--- config.mk ---
export PLATFORM = sky130hd
export DESIGN_NAME = ovl_cursor_mixer
export DESIGN_NICKNAME = d
export VERILOG_FILES = /design/src/rtl/mix_pkg.sv /design/src/rtl/mix_ovl_select.sv /design/src/rtl/mix_cursor_hit.sv /design/src/rtl/mix_alpha_blend.sv /design/src/rtl/ovl_cursor_mixer.sv
export SDC_FILE = /design/constraint.sdc
export NUM_CORES = 1
export LEC_CHECK = 0
export ABC_AREA = 1
export BUFFER_PORTS_ARGS = -buffer_cell sky130_fd_sc_hd__buf_4
export CAP_MARGIN = 40
export CORE_MARGIN = 2
export CORE_UTILIZATION = 55
export DETAILED_ROUTE_END_ITERATION = 16
export HOLD_SLACK_MARGIN = 0.1
export PLACE_DENSITY_LB_ADDON = 0.08
export SYNTH_ARGS = -nofsm -noshare
export SYNTH_HDL_FRONTEND = slang
export SYNTH_SLANG_ARGS = --single-unit
--- constraint.sdc ---
create_clock -name clk -period 8.95 [get_ports clk]
set_input_delay 0.895 -clock clk [delete_from_list [all_inputs] [get_ports clk]]
set_output_delay 0.895 -clock clk [all_outputs]
set_load 0.01 [all_outputs]
--- src/rtl/mix_pkg.sv ---
package mix_pkg;
    localparam int unsigned CHAN_W = 8;
    localparam int unsigned NCHAN  = 3;
    localparam int unsigned RGB_W  = CHAN_W * NCHAN;

    typedef logic [CHAN_W-1:0] chan_t;
    typedef logic [RGB_W-1:0]  rgb_t;

    typedef enum logic [1:0] {
        MONO_CLEAR  = 2'b00,
        MONO_COL0   = 2'b01,
        MONO_COL1   = 2'b10,
        MONO_INVERT = 2'b11
    } mono_code_e;
endpackage

--- src/rtl/mix_ovl_select.sv ---
module mix_ovl_select
    import mix_pkg::*;
#(
    parameter int unsigned XW = 12,
    parameter int unsigned YW = 12
) (
    input  logic [XW-1:0] x,
    input  logic [YW-1:0] y,
    input  rgb_t          prim_rgb,
    input  rgb_t          ovl_rgb,
    input  logic          ovl_en,
    input  logic          key_mode,
    input  logic [XW-1:0] win_x0,
    input  logic [XW-1:0] win_x1,
    input  logic [YW-1:0] win_y0,
    input  logic [YW-1:0] win_y1,
    input  rgb_t          key_rgb,
    input  rgb_t          key_mask,
    output rgb_t          under_rgb
);
    logic in_win;
    logic key_hit;
    logic take_ovl;
    logic [NCHAN-1:0] chan_eq;

    // per-channel masked compare; an all-zero channel mask makes it match
    for (genvar c = 0; c < NCHAN; c++) begin : g_cmp
        assign chan_eq[c] = (((prim_rgb[c*CHAN_W +: CHAN_W] ^ key_rgb[c*CHAN_W +: CHAN_W])
                              & key_mask[c*CHAN_W +: CHAN_W]) == '0);
    end

    always_comb begin
        in_win    = (x >= win_x0) && (x < win_x1) && (y >= win_y0) && (y < win_y1);
        key_hit   = &chan_eq;
        take_ovl  = ovl_en && in_win && (!key_mode || key_hit);
        under_rgb = take_ovl ? ovl_rgb : prim_rgb;
    end
endmodule

--- src/rtl/mix_cursor_hit.sv ---
module mix_cursor_hit #(
    parameter int unsigned XW      = 12,
    parameter int unsigned YW      = 12,
    parameter int unsigned CUR_DIM = 64
) (
    input  logic [XW-1:0] x,
    input  logic [YW-1:0] y,
    input  logic [XW-1:0] cur_x,
    input  logic [YW-1:0] cur_y,
    input  logic          cur_en,
    output logic          hit
);
    localparam int unsigned DIM_XW = XW + 1;
    localparam int unsigned DIM_YW = YW + 1;
    localparam logic [DIM_XW-1:0] DIM_X = DIM_XW'(CUR_DIM);
    localparam logic [DIM_YW-1:0] DIM_Y = DIM_YW'(CUR_DIM);

    logic [DIM_XW-1:0] dx;
    logic [DIM_YW-1:0] dy;
    logic in_x, in_y;

    always_comb begin
        // one extra bit holds the borrow: a set top bit means left of / above the box
        dx   = {1'b0, x} - {1'b0, cur_x};
        dy   = {1'b0, y} - {1'b0, cur_y};
        in_x = !dx[DIM_XW-1] && (dx < DIM_X);
        in_y = !dy[DIM_YW-1] && (dy < DIM_Y);
        hit  = cur_en && in_x && in_y;
    end
endmodule

--- src/rtl/mix_alpha_blend.sv ---
module mix_alpha_blend
    import mix_pkg::*;
(
    input  chan_t alpha,
    input  rgb_t  top_rgb,
    input  rgb_t  bot_rgb,
    output rgb_t  mix_rgb
);
    localparam int unsigned PW = 2 * CHAN_W;
    localparam logic [CHAN_W-1:0] FULL = '1;

    for (genvar c = 0; c < NCHAN; c++) begin : g_chan
        logic [PW-1:0] sum;
        logic [PW:0]   biased;
        logic [PW:0]   quot;

        always_comb begin
            sum    = PW'(alpha) * PW'(top_rgb[c*CHAN_W +: CHAN_W])
                   + PW'(FULL - alpha) * PW'(bot_rgb[c*CHAN_W +: CHAN_W]);
            // divide by 255 with rounding: (t + t>>8) >> 8, t = sum + 128
            biased = (PW+1)'(sum) + (PW+1)'(1 << (CHAN_W-1));
            quot   = (biased + (biased >> CHAN_W)) >> CHAN_W;
            mix_rgb[c*CHAN_W +: CHAN_W] = quot[CHAN_W-1:0];
        end
    end
endmodule

--- src/rtl/ovl_cursor_mixer.sv ---
module ovl_cursor_mixer
    import mix_pkg::*;
#(
    parameter int unsigned XW      = 12,
    parameter int unsigned YW      = 12,
    parameter int unsigned CUR_DIM = 64
) (
    input  logic              clk,
    input  logic              rst_n,
    input  logic              in_de,
    input  logic              in_hs,
    input  logic              in_vs,
    input  logic [XW-1:0]     in_x,
    input  logic [YW-1:0]     in_y,
    input  logic [23:0]       in_rgb,
    input  logic [23:0]       ovl_rgb,
    input  logic [31:0]       cur_px,
    input  logic              ovl_en,
    input  logic              ovl_key_mode,
    input  logic [XW-1:0]     win_x0,
    input  logic [XW-1:0]     win_x1,
    input  logic [YW-1:0]     win_y0,
    input  logic [YW-1:0]     win_y1,
    input  logic [23:0]       key_rgb,
    input  logic [23:0]       key_mask,
    input  logic              cur_en,
    input  logic              cur_argb,
    input  logic [XW-1:0]     cur_x,
    input  logic [YW-1:0]     cur_y,
    input  logic [23:0]       cur_col0,
    input  logic [23:0]       cur_col1,
    output logic              out_de,
    output logic              out_hs,
    output logic              out_vs,
    output logic [23:0]       out_rgb
);
    typedef struct packed {
        logic       de;
        logic       hs;
        logic       vs;
        logic       hit;
        logic       argb;
        logic [1:0] code;
        chan_t      alpha;
        rgb_t       cur_rgb;
        rgb_t       under;
    } stage1_t;

    typedef struct packed {
        logic de;
        logic hs;
        logic vs;
        rgb_t rgb;
    } stage2_t;

    typedef struct packed {
        stage1_t s1;
        stage2_t s2;
    } pipe_t;

    pipe_t state_d, state_q;

    rgb_t under_w;
    logic hit_w;
    rgb_t blend_w;

    mix_ovl_select #(.XW(XW), .YW(YW)) ovl_sel_i (
        .x         (in_x),
        .y         (in_y),
        .prim_rgb  (in_rgb),
        .ovl_rgb   (ovl_rgb),
        .ovl_en    (ovl_en),
        .key_mode  (ovl_key_mode),
        .win_x0    (win_x0),
        .win_x1    (win_x1),
        .win_y0    (win_y0),
        .win_y1    (win_y1),
        .key_rgb   (key_rgb),
        .key_mask  (key_mask),
        .under_rgb (under_w)
    );

    mix_cursor_hit #(.XW(XW), .YW(YW), .CUR_DIM(CUR_DIM)) cur_hit_i (
        .x      (in_x),
        .y      (in_y),
        .cur_x  (cur_x),
        .cur_y  (cur_y),
        .cur_en (cur_en),
        .hit    (hit_w)
    );

    mix_alpha_blend blend_i (
        .alpha   (state_q.s1.alpha),
        .top_rgb (state_q.s1.cur_rgb),
        .bot_rgb (state_q.s1.under),
        .mix_rgb (blend_w)
    );

    always_comb begin
        state_d = state_q;

        // stage 1: overlay selection, cursor hit test, capture of cursor pixel
        state_d.s1.de      = in_de;
        state_d.s1.hs      = in_hs;
        state_d.s1.vs      = in_vs;
        state_d.s1.hit     = hit_w;
        state_d.s1.argb    = cur_argb;
        state_d.s1.code    = cur_px[1:0];
        state_d.s1.alpha   = cur_px[31:24];
        state_d.s1.cur_rgb = cur_px[23:0];
        state_d.s1.under   = under_w;

        // stage 2: cursor composition over the selected pixel
        state_d.s2.de = state_q.s1.de;
        state_d.s2.hs = state_q.s1.hs;
        state_d.s2.vs = state_q.s1.vs;
        if (!state_q.s1.de) begin
            state_d.s2.rgb = '0;
        end else if (!state_q.s1.hit) begin
            state_d.s2.rgb = state_q.s1.under;
        end else if (state_q.s1.argb) begin
            state_d.s2.rgb = blend_w;
        end else begin
            unique case (mono_code_e'(state_q.s1.code))
                MONO_CLEAR:  state_d.s2.rgb = state_q.s1.under;
                MONO_COL0:   state_d.s2.rgb = cur_col0;
                MONO_COL1:   state_d.s2.rgb = cur_col1;
                MONO_INVERT: state_d.s2.rgb = ~state_q.s1.under;
                default:     state_d.s2.rgb = state_q.s1.under;
            endcase
        end
    end

    always_ff @(posedge clk) begin
        if (!rst_n) begin
            state_q <= '0;
        end else begin
            state_q <= state_d;
        end
    end

    assign out_de  = state_q.s2.de;
    assign out_hs  = state_q.s2.hs;
    assign out_vs  = state_q.s2.vs;
    assign out_rgb = state_q.s2.rgb;

    // cycles since reset, saturating at 2, so $past(…,2) only sees post-reset inputs
    logic [1:0] warm_q;
    always_ff @(posedge clk) begin
        if (!rst_n)            warm_q <= '0;
        else if (warm_q != 2'd2) warm_q <= warm_q + 2'd1;
    end

    p_sync_latency_r1: assert property (@(posedge clk) disable iff (!rst_n)
        (warm_q == 2'd2) |-> ({out_de, out_hs, out_vs} == {$past(in_de, 2), $past(in_hs, 2), $past(in_vs, 2)}));

    p_blank_zero_r9: assert property (@(posedge clk) disable iff (!rst_n)
        !out_de |-> (out_rgb == '0));

    p_outside_pass_r6: assert property (@(posedge clk) disable iff (!rst_n)
        (state_q.s1.de && !state_q.s1.hit) |=> (out_rgb == $past(state_q.s1.under)));

    p_mono_clear_r7: assert property (@(posedge clk) disable iff (!rst_n)
        (state_q.s1.de && state_q.s1.hit && !state_q.s1.argb && state_q.s1.code == 2'b00)
        |=> (out_rgb == $past(state_q.s1.under)));

    p_alpha_zero_r8: assert property (@(posedge clk) disable iff (!rst_n)
        (state_q.s1.de && state_q.s1.hit && state_q.s1.argb && state_q.s1.alpha == 8'd0)
        |=> (out_rgb == $past(state_q.s1.under)));

    p_alpha_full_r8: assert property (@(posedge clk) disable iff (!rst_n)
        (state_q.s1.de && state_q.s1.hit && state_q.s1.argb && state_q.s1.alpha == 8'hFF)
        |=> (out_rgb == $past(state_q.s1.cur_rgb)));
endmodule

* Yosys cells after proc, flatten, opt, wreduce, memory -nomap -nowiden
Index checks and enable logic that the tools add are counted.
Storage, ports and cells: bits in latches 0, memory bits (read-only) 0, memories 0, flip-flop bits (word level) 90, RAM bits 0, output and inout port bits 27
Cells by class: bitwise operators 7, add/subtract/negate cells 12, mux-type cells 4, eq/ne operators 3, shift-type cells 0, div/mod/pow operators 0, $lt $le $gt $ge 6, $mul 6, reduce and logical (&&, ||, !) cells 19
Operators by type and width (number):
- 24-bit case mux with 4 select lines | 1
- 24-bit two-way mux | 3
- 16-bit by 8-bit adder with 17-bit output, second input constant | 3
- 16-bit adder | 3
- 16-bit by 9-bit adder with 16-bit output | 3
- 16-bit by 8-bit multiplier with 16-bit output | 3
- 8-bit by 8-bit multiplier with 16-bit output | 3
- 13-bit by 7-bit < comparator with 1-bit output, second input constant | 2
- 12-bit by 12-bit subtractor with 13-bit output | 2
- 8-bit AND | 3
- 12-bit >= comparator | 2
- 8-bit logical NOT | 3
- 12-bit < comparator | 2
- 24-bit NOT | 1
- 8-bit bitwise XOR | 3
- 1-bit logical AND | 9
- 8-bit by 8-bit subtractor with 9-bit output, first input constant | 1
- 2-bit equality test, second input constant | 2
- 1-bit logical NOT | 3
- 3-bit AND reduction | 1
- 2-bit by 1-bit equality test with 1-bit output, second input constant | 1
- 2-bit logical NOT | 1
- 2-bit AND reduction | 1
- 1-bit logical OR | 1

* Logic depth before layout (Yosys ltp)
depth after elaboration 7, depth in mapped cells 44, gate-level depth less buffers 42

* Cells and area by module
A second synthesis with hierarchy kept.
Unflattened totals: cell total of the unflattened synthesis 3600, area, all modules 23755.3 µm²
Modules (own cells, without submodules):
- mix_alpha_blend | cells each 2277, times used 1, area an instance 15970.3 µm²
- ovl_cursor_mixer | cells each 666, times used 1, area an instance 4241.6 µm²
- mix_ovl_select | cells each 413, times used 1, area an instance 2274.7 µm²
- mix_cursor_hit | cells each 244, times used 1, area an instance 1268.7 µm²

* Worst setup path after synthesis
Ideal clock, no wire load.
path kind register to register, from register state_q[81] (netlist bit), to register state_q, in the netlist out_rgb[14], data required time 8.828 ns, data arrival time 6.684 ns, clock period less this slack 6.805 ns, buffers on the path 2, cell stages (with the launch flop) 35, setup slack 2.145 ns, cell sequence dfxtp_1 > clkbuf_1 > buf_1 > nand2_1 > fa_1 > fa_1 > inv_1 > fa_1 > fa_1 > fa_1 > inv_1 > fa_1 > inv_1 > ha_1 > nand2_1 > inv_1 > nand2_1 > nand2_1 > nand2_1 > nand2_1 > ha_1 > nand3_1 > nor2_4 > nand4_1 > xnor2_1 > inv_1 > ha_1 > a21oi_1 > nor3_1 > a21oi_1 > nand2_2 > nand2_1 > nand2_1 > nand3_1 > a21oi_2
On the way: cells in the longest elaborated chain, start to end 7
Ends and longest elaborated chain:
- from (decl) | line ovl_cursor_mixer.sv:61 | pipe_t state_d, state_q;
- from (signal assigned) | line ovl_cursor_mixer.sv:138 | state_q <= state_d;
- 8-bit by 8-bit subtractor with 9-bit output | line mix_alpha_blend.sv:19 | + PW'(FULL - alpha) * PW'(bot_rgb[c*CHAN_W +: CHAN_W]);
- 16-bit by 8-bit multiplier with 16-bit output | line mix_alpha_blend.sv:19
- 16-bit adder * | line mix_alpha_blend.sv:19
- 16-bit by 8-bit adder with 17-bit output * | line mix_alpha_blend.sv:21 | biased = (PW+1)'(sum) + (PW+1)'(1 << (CHAN_W-1));
- 16-bit by 9-bit adder with 16-bit output * | line mix_alpha_blend.sv:22 | quot = (biased + (biased >> CHAN_W)) >> CHAN_W;
- 24-bit two-way mux * | line ovl_cursor_mixer.sv:121 | end else if (state_q.s1.argb) begin
- 24-bit two-way mux * | line ovl_cursor_mixer.sv:119 | end else if (!state_q.s1.hit) begin
Mark *: on every way between the ends. The rest lies on a longest branch, timed or not. A chain may end at the register's enable or synchronous reset.

* Worst setup path in the final report
from register state_q[75] (netlist bit), to register state_q, in the netlist out_rgb[14]
The elaborated chain is that of the path after synthesis.

==> impl_metrics.py <==
metrics = {
    "die": {
        "die_x_microns": 203.8,
        "io_pins": 308,
        "start_util_pct": 55.50,
        "rows": 73,
        "core_area_sq_um": 39550,
        "die_area_sq_um": 41520,
        "fp.dieH_microns": 203.8,
    },
    "clock_network": {
        "clkTransAtPathRegs_ps": 90,
        "root_buffer": "clkbuf_16",
        "cts_max_level": 3,
        "cts_resized": 0,
        "post-cts-setup-buffers": 0,
        "clock_latency_ps": 400,
        "cts_tree": "built",
        "clock_sinks": 88,
        "clk_path_buf_depth": 2,
        "holdBufCountCts": 0,
        "numCtsBuffers": 9,
    },
    "power": {
        "switching_power_w": 0.005068,
        "p_int_w": 0.003147,
        "power_frac_comb_pct": 88.8,
        "p_clk_share_pct": 5.7,
        "powerDensity_nw_per_um2": 329.7,
        "irDropWorstVdd_mv": 0.3019,
        "p_seq_share_pct": 5.5,
        "p_leak_nw": 15.00,
        "p_sw_share_pct": 61.69,
    },
    "placement": {
        "placed_cells": 3835,
        "portBuffers": 307,
        "dp_hpwl_microns": 60090,
        "place.gp.congestion": 0.9504,
    },
    "worst_setup_path": {
        "cp_data_arrival_time_ps": 8150,
        "reg2reg_depth": 32,
        "cp_slowest_cell": "dfxtp_1",
        "cp.required_ps": 9290,
        "critical_path_class": "register to register",
        "cp-end-kind": "register",
        "path_max_fanout": 28,
        "start_kind": "register",
        "slowest_delay_ps": 700,
    },
    "synthesis": {
        "synth_nets": 3957,
        "synth_edf_count": 0,
        "synth_top_family_by_area": "adder cells",
        "synth.distinct_cells": 59,
        "async_flop_share_pct": 0,
        "ys_seq_area_share_pct": 8.026,
        "syn_area_per_cell_sq_um": 7.065,
        "synth_flop_cell": "dfxtp_1",
        "synth_compound_area_share_pct": 6.795,
        "synth_fa_ha_area_share_pct": 42.28,
        "synthMuxAreaShare_pct": 0,
        "synthXorXnorAreaFrac_pct": 2.371,
        "synth.ff_latch_count": 88,
        "syn_area_sq_um": 21950,
        "synth_cells": 3107,
        "synth-simple-area-share_pct": 23.68,
        "synth_warnings": 0,
    },
    "status": {
        "status": "finished, final reports clean",
    },
    "worst_hold_path": {
        "hp-class": "register to register",
        "whs_path_depth": 2,
    },
    "cells_and_area": {
        "synthToLayoutAreaGrowth_pct": 13.53,
        "fin_nets": 4171,
        "layout_commonest_cell": "inv_1",
        "drive_gt1_share_pct": 13.86,
        "final_cells": 3852,
        "final_cell_mix": "inv_1 (810), nand2_1 (714), buf_4 (327)",
    },
    "sta": {
        "rsz0062_at_grt": "no",
        "finalSetupTns_ps": 0,
        "skew_ps": 23.51,
        "min_period_over_period_pct": 87.26,
        "fmax_mhz": 128.0,
        "worstMarginPinSlew_ps": 851.7,
        "drv_slew": 0,
        "relSlewSlack_pct": 43.06,
        "fin_crit_ps": 7810,
        "setup_viol": 0,
        "hold_violations": 0,
    },
    "detailed_routing": {
        "first_iter_violations": 1452,
        "wl_per_cell_microns": 18.47,
        "drcViolationCount": 0,
        "drt.antenna.violating_nets": 0,
        "drt_wl_total_microns": 71170,
        "vias": 20296,
        "avgViaCountPerCell": 5.269,
        "firstDrtPassIters": 5,
    },
    "grt": {
        "grt_max_degree": 65,
        "grt_first_pass_wirelength_microns": 112400,
        "grt_pass1_vias": 21245,
        "grt_antenna_before_repair": 1,
        "overflow": 0,
        "grt_usage_pct": 35.38,
    },
    "flow_run": {
        "cap_violations": 0,
    },
}
==> power by group through the flow <==
stage / registers, W / logic, W / clock network (W)
floorplan: 0.000425 / 0.00559 / 0
global placement: 0.000461 / 0.00714 / 0
detailed placement: 0.000461 / 0.00721 / 0
CTS: 0.000452 / 0.00727 / 0.000473
global route: 0.000455 / 0.00829 / 0.000485
finish: 0.000454 / 0.00730 / 0.000465
==> flip-flops by register name, indices dropped and copies added (netlist names) <==
signal   cells
out_rgb     24
state_d      3
out_de       1
out_vs       1
out_hs       1
state_q     58
==> cells in the mapped netlist (9+ instances only) <==
cell / n / share of area [%]
xor2_1: 24 / 0.96
a21oi_1: 107 / 2.4
fa_1: 288 / 26
o2111ai_1: 11 / 0.44
inv_2: 12 / 0.21
nand4_1: 51 / 1.5
clkbuf_2: 10 / 0.23
xnor2_1: 23 / 0.92
buf_1: 14 / 0.24
nand2_2: 37 / 1.1
nand2_1: 714 / 12
nand3b_1: 9 / 0.31
nand3_1: 114 / 2.6
nand3_2: 15 / 0.68
ha_1: 281 / 16
nor2_1: 205 / 3.5
dfxtp_1: 88 / 8.0
buf_4: 25 / 0.86
nor3_1: 9 / 0.21
inv_1: 810 / 14
clkbuf_1: 74 / 1.3
a21boi_1: 15 / 0.51
o21ai_0: 53 / 1.2
a21boi_0: 13 / 0.44
==> critical path: cells and delay by family, from the launching register on <==
family | cells | cell delay [ps]
AND/OR/NAND/NOR | 13 | 1490
XOR/XNOR | 1 | 260
buffers and inverters | 6 | 800
AO/OA/AOI/OAI | 3 | 600
flip-flops | 1 | 700
adder cells (fa/ha/maj) | 9 | 3870
==> stage by stage <==
| stage | total power, W | util (%) | cell area [sq um] | setup WS, ps | hold slack [ps] |
|---|---|---|---|---|---|
| 3_5_place_dp | 0.007676 | 62.17 | 24590 | 1223 | 405.0 |
| 2_1_floorplan | 0.006013 | - | 21950 | 2145 | 390.5 |
| 5_1_grt | 0.009230 | 63.01 | 24920 | 585.8 | 450.0 |
| 6_report | 0.008215 | 63.01 | 24920 | 1140 | 425.5 |
| 4_1_cts | 0.008191 | 63.00 | 24920 | 1188 | 424.1 |
| 3_3_place_gp | 0.007603 | 61.93 | 24490 | 1306 | 396.4 |
==> final timing paths <==
check	from	end	slack (ps)
setup / recovery	state_q[75]	out_rgb[14]	1140
hold reg to reg	state_d[24]	out_vs	430
hold / removal	state_d[24]	out_vs	430
setup reg to reg	state_q[75]	out_rgb[14]	1140
==> layout make-up <==
class | instances | area, sq um
Multi-Input combinational cell | 2065 | 16520
Fill cell | 3661 | 14630
Inverter | 826 | 3100
Timing Repair Buffer | 331 | 2552
Sequential cell | 88 | 1762
Tap cell | 525 | 656.9
Clock buffer | 10 | 239.0
Clock inverter | 6 | 90.09
Antenna cell | 1 | 2.502
==> metal layers <==
layer  global-route usage, %  wire [microns]  vias to the layer above  part of all wire (%)
li1                        -               -                     9671                     -
met1                   44.52           28750                     9653                    40
met2                   59.71           33550                      821                    47
met3                   5.992            5871                      151                   8.2
met4                   15.62            2993                        0                   4.2
met5                       0               0                        -                     0
==> logic make-up after synthesis <==
family,after synthesis
xor+xnor,53
buf+inv,954
other cells,1
compound gates,248
fa+ha+maj,569
flops,88
simple gates,1194
Note: power is estimated with default switching activity, not from simulation.
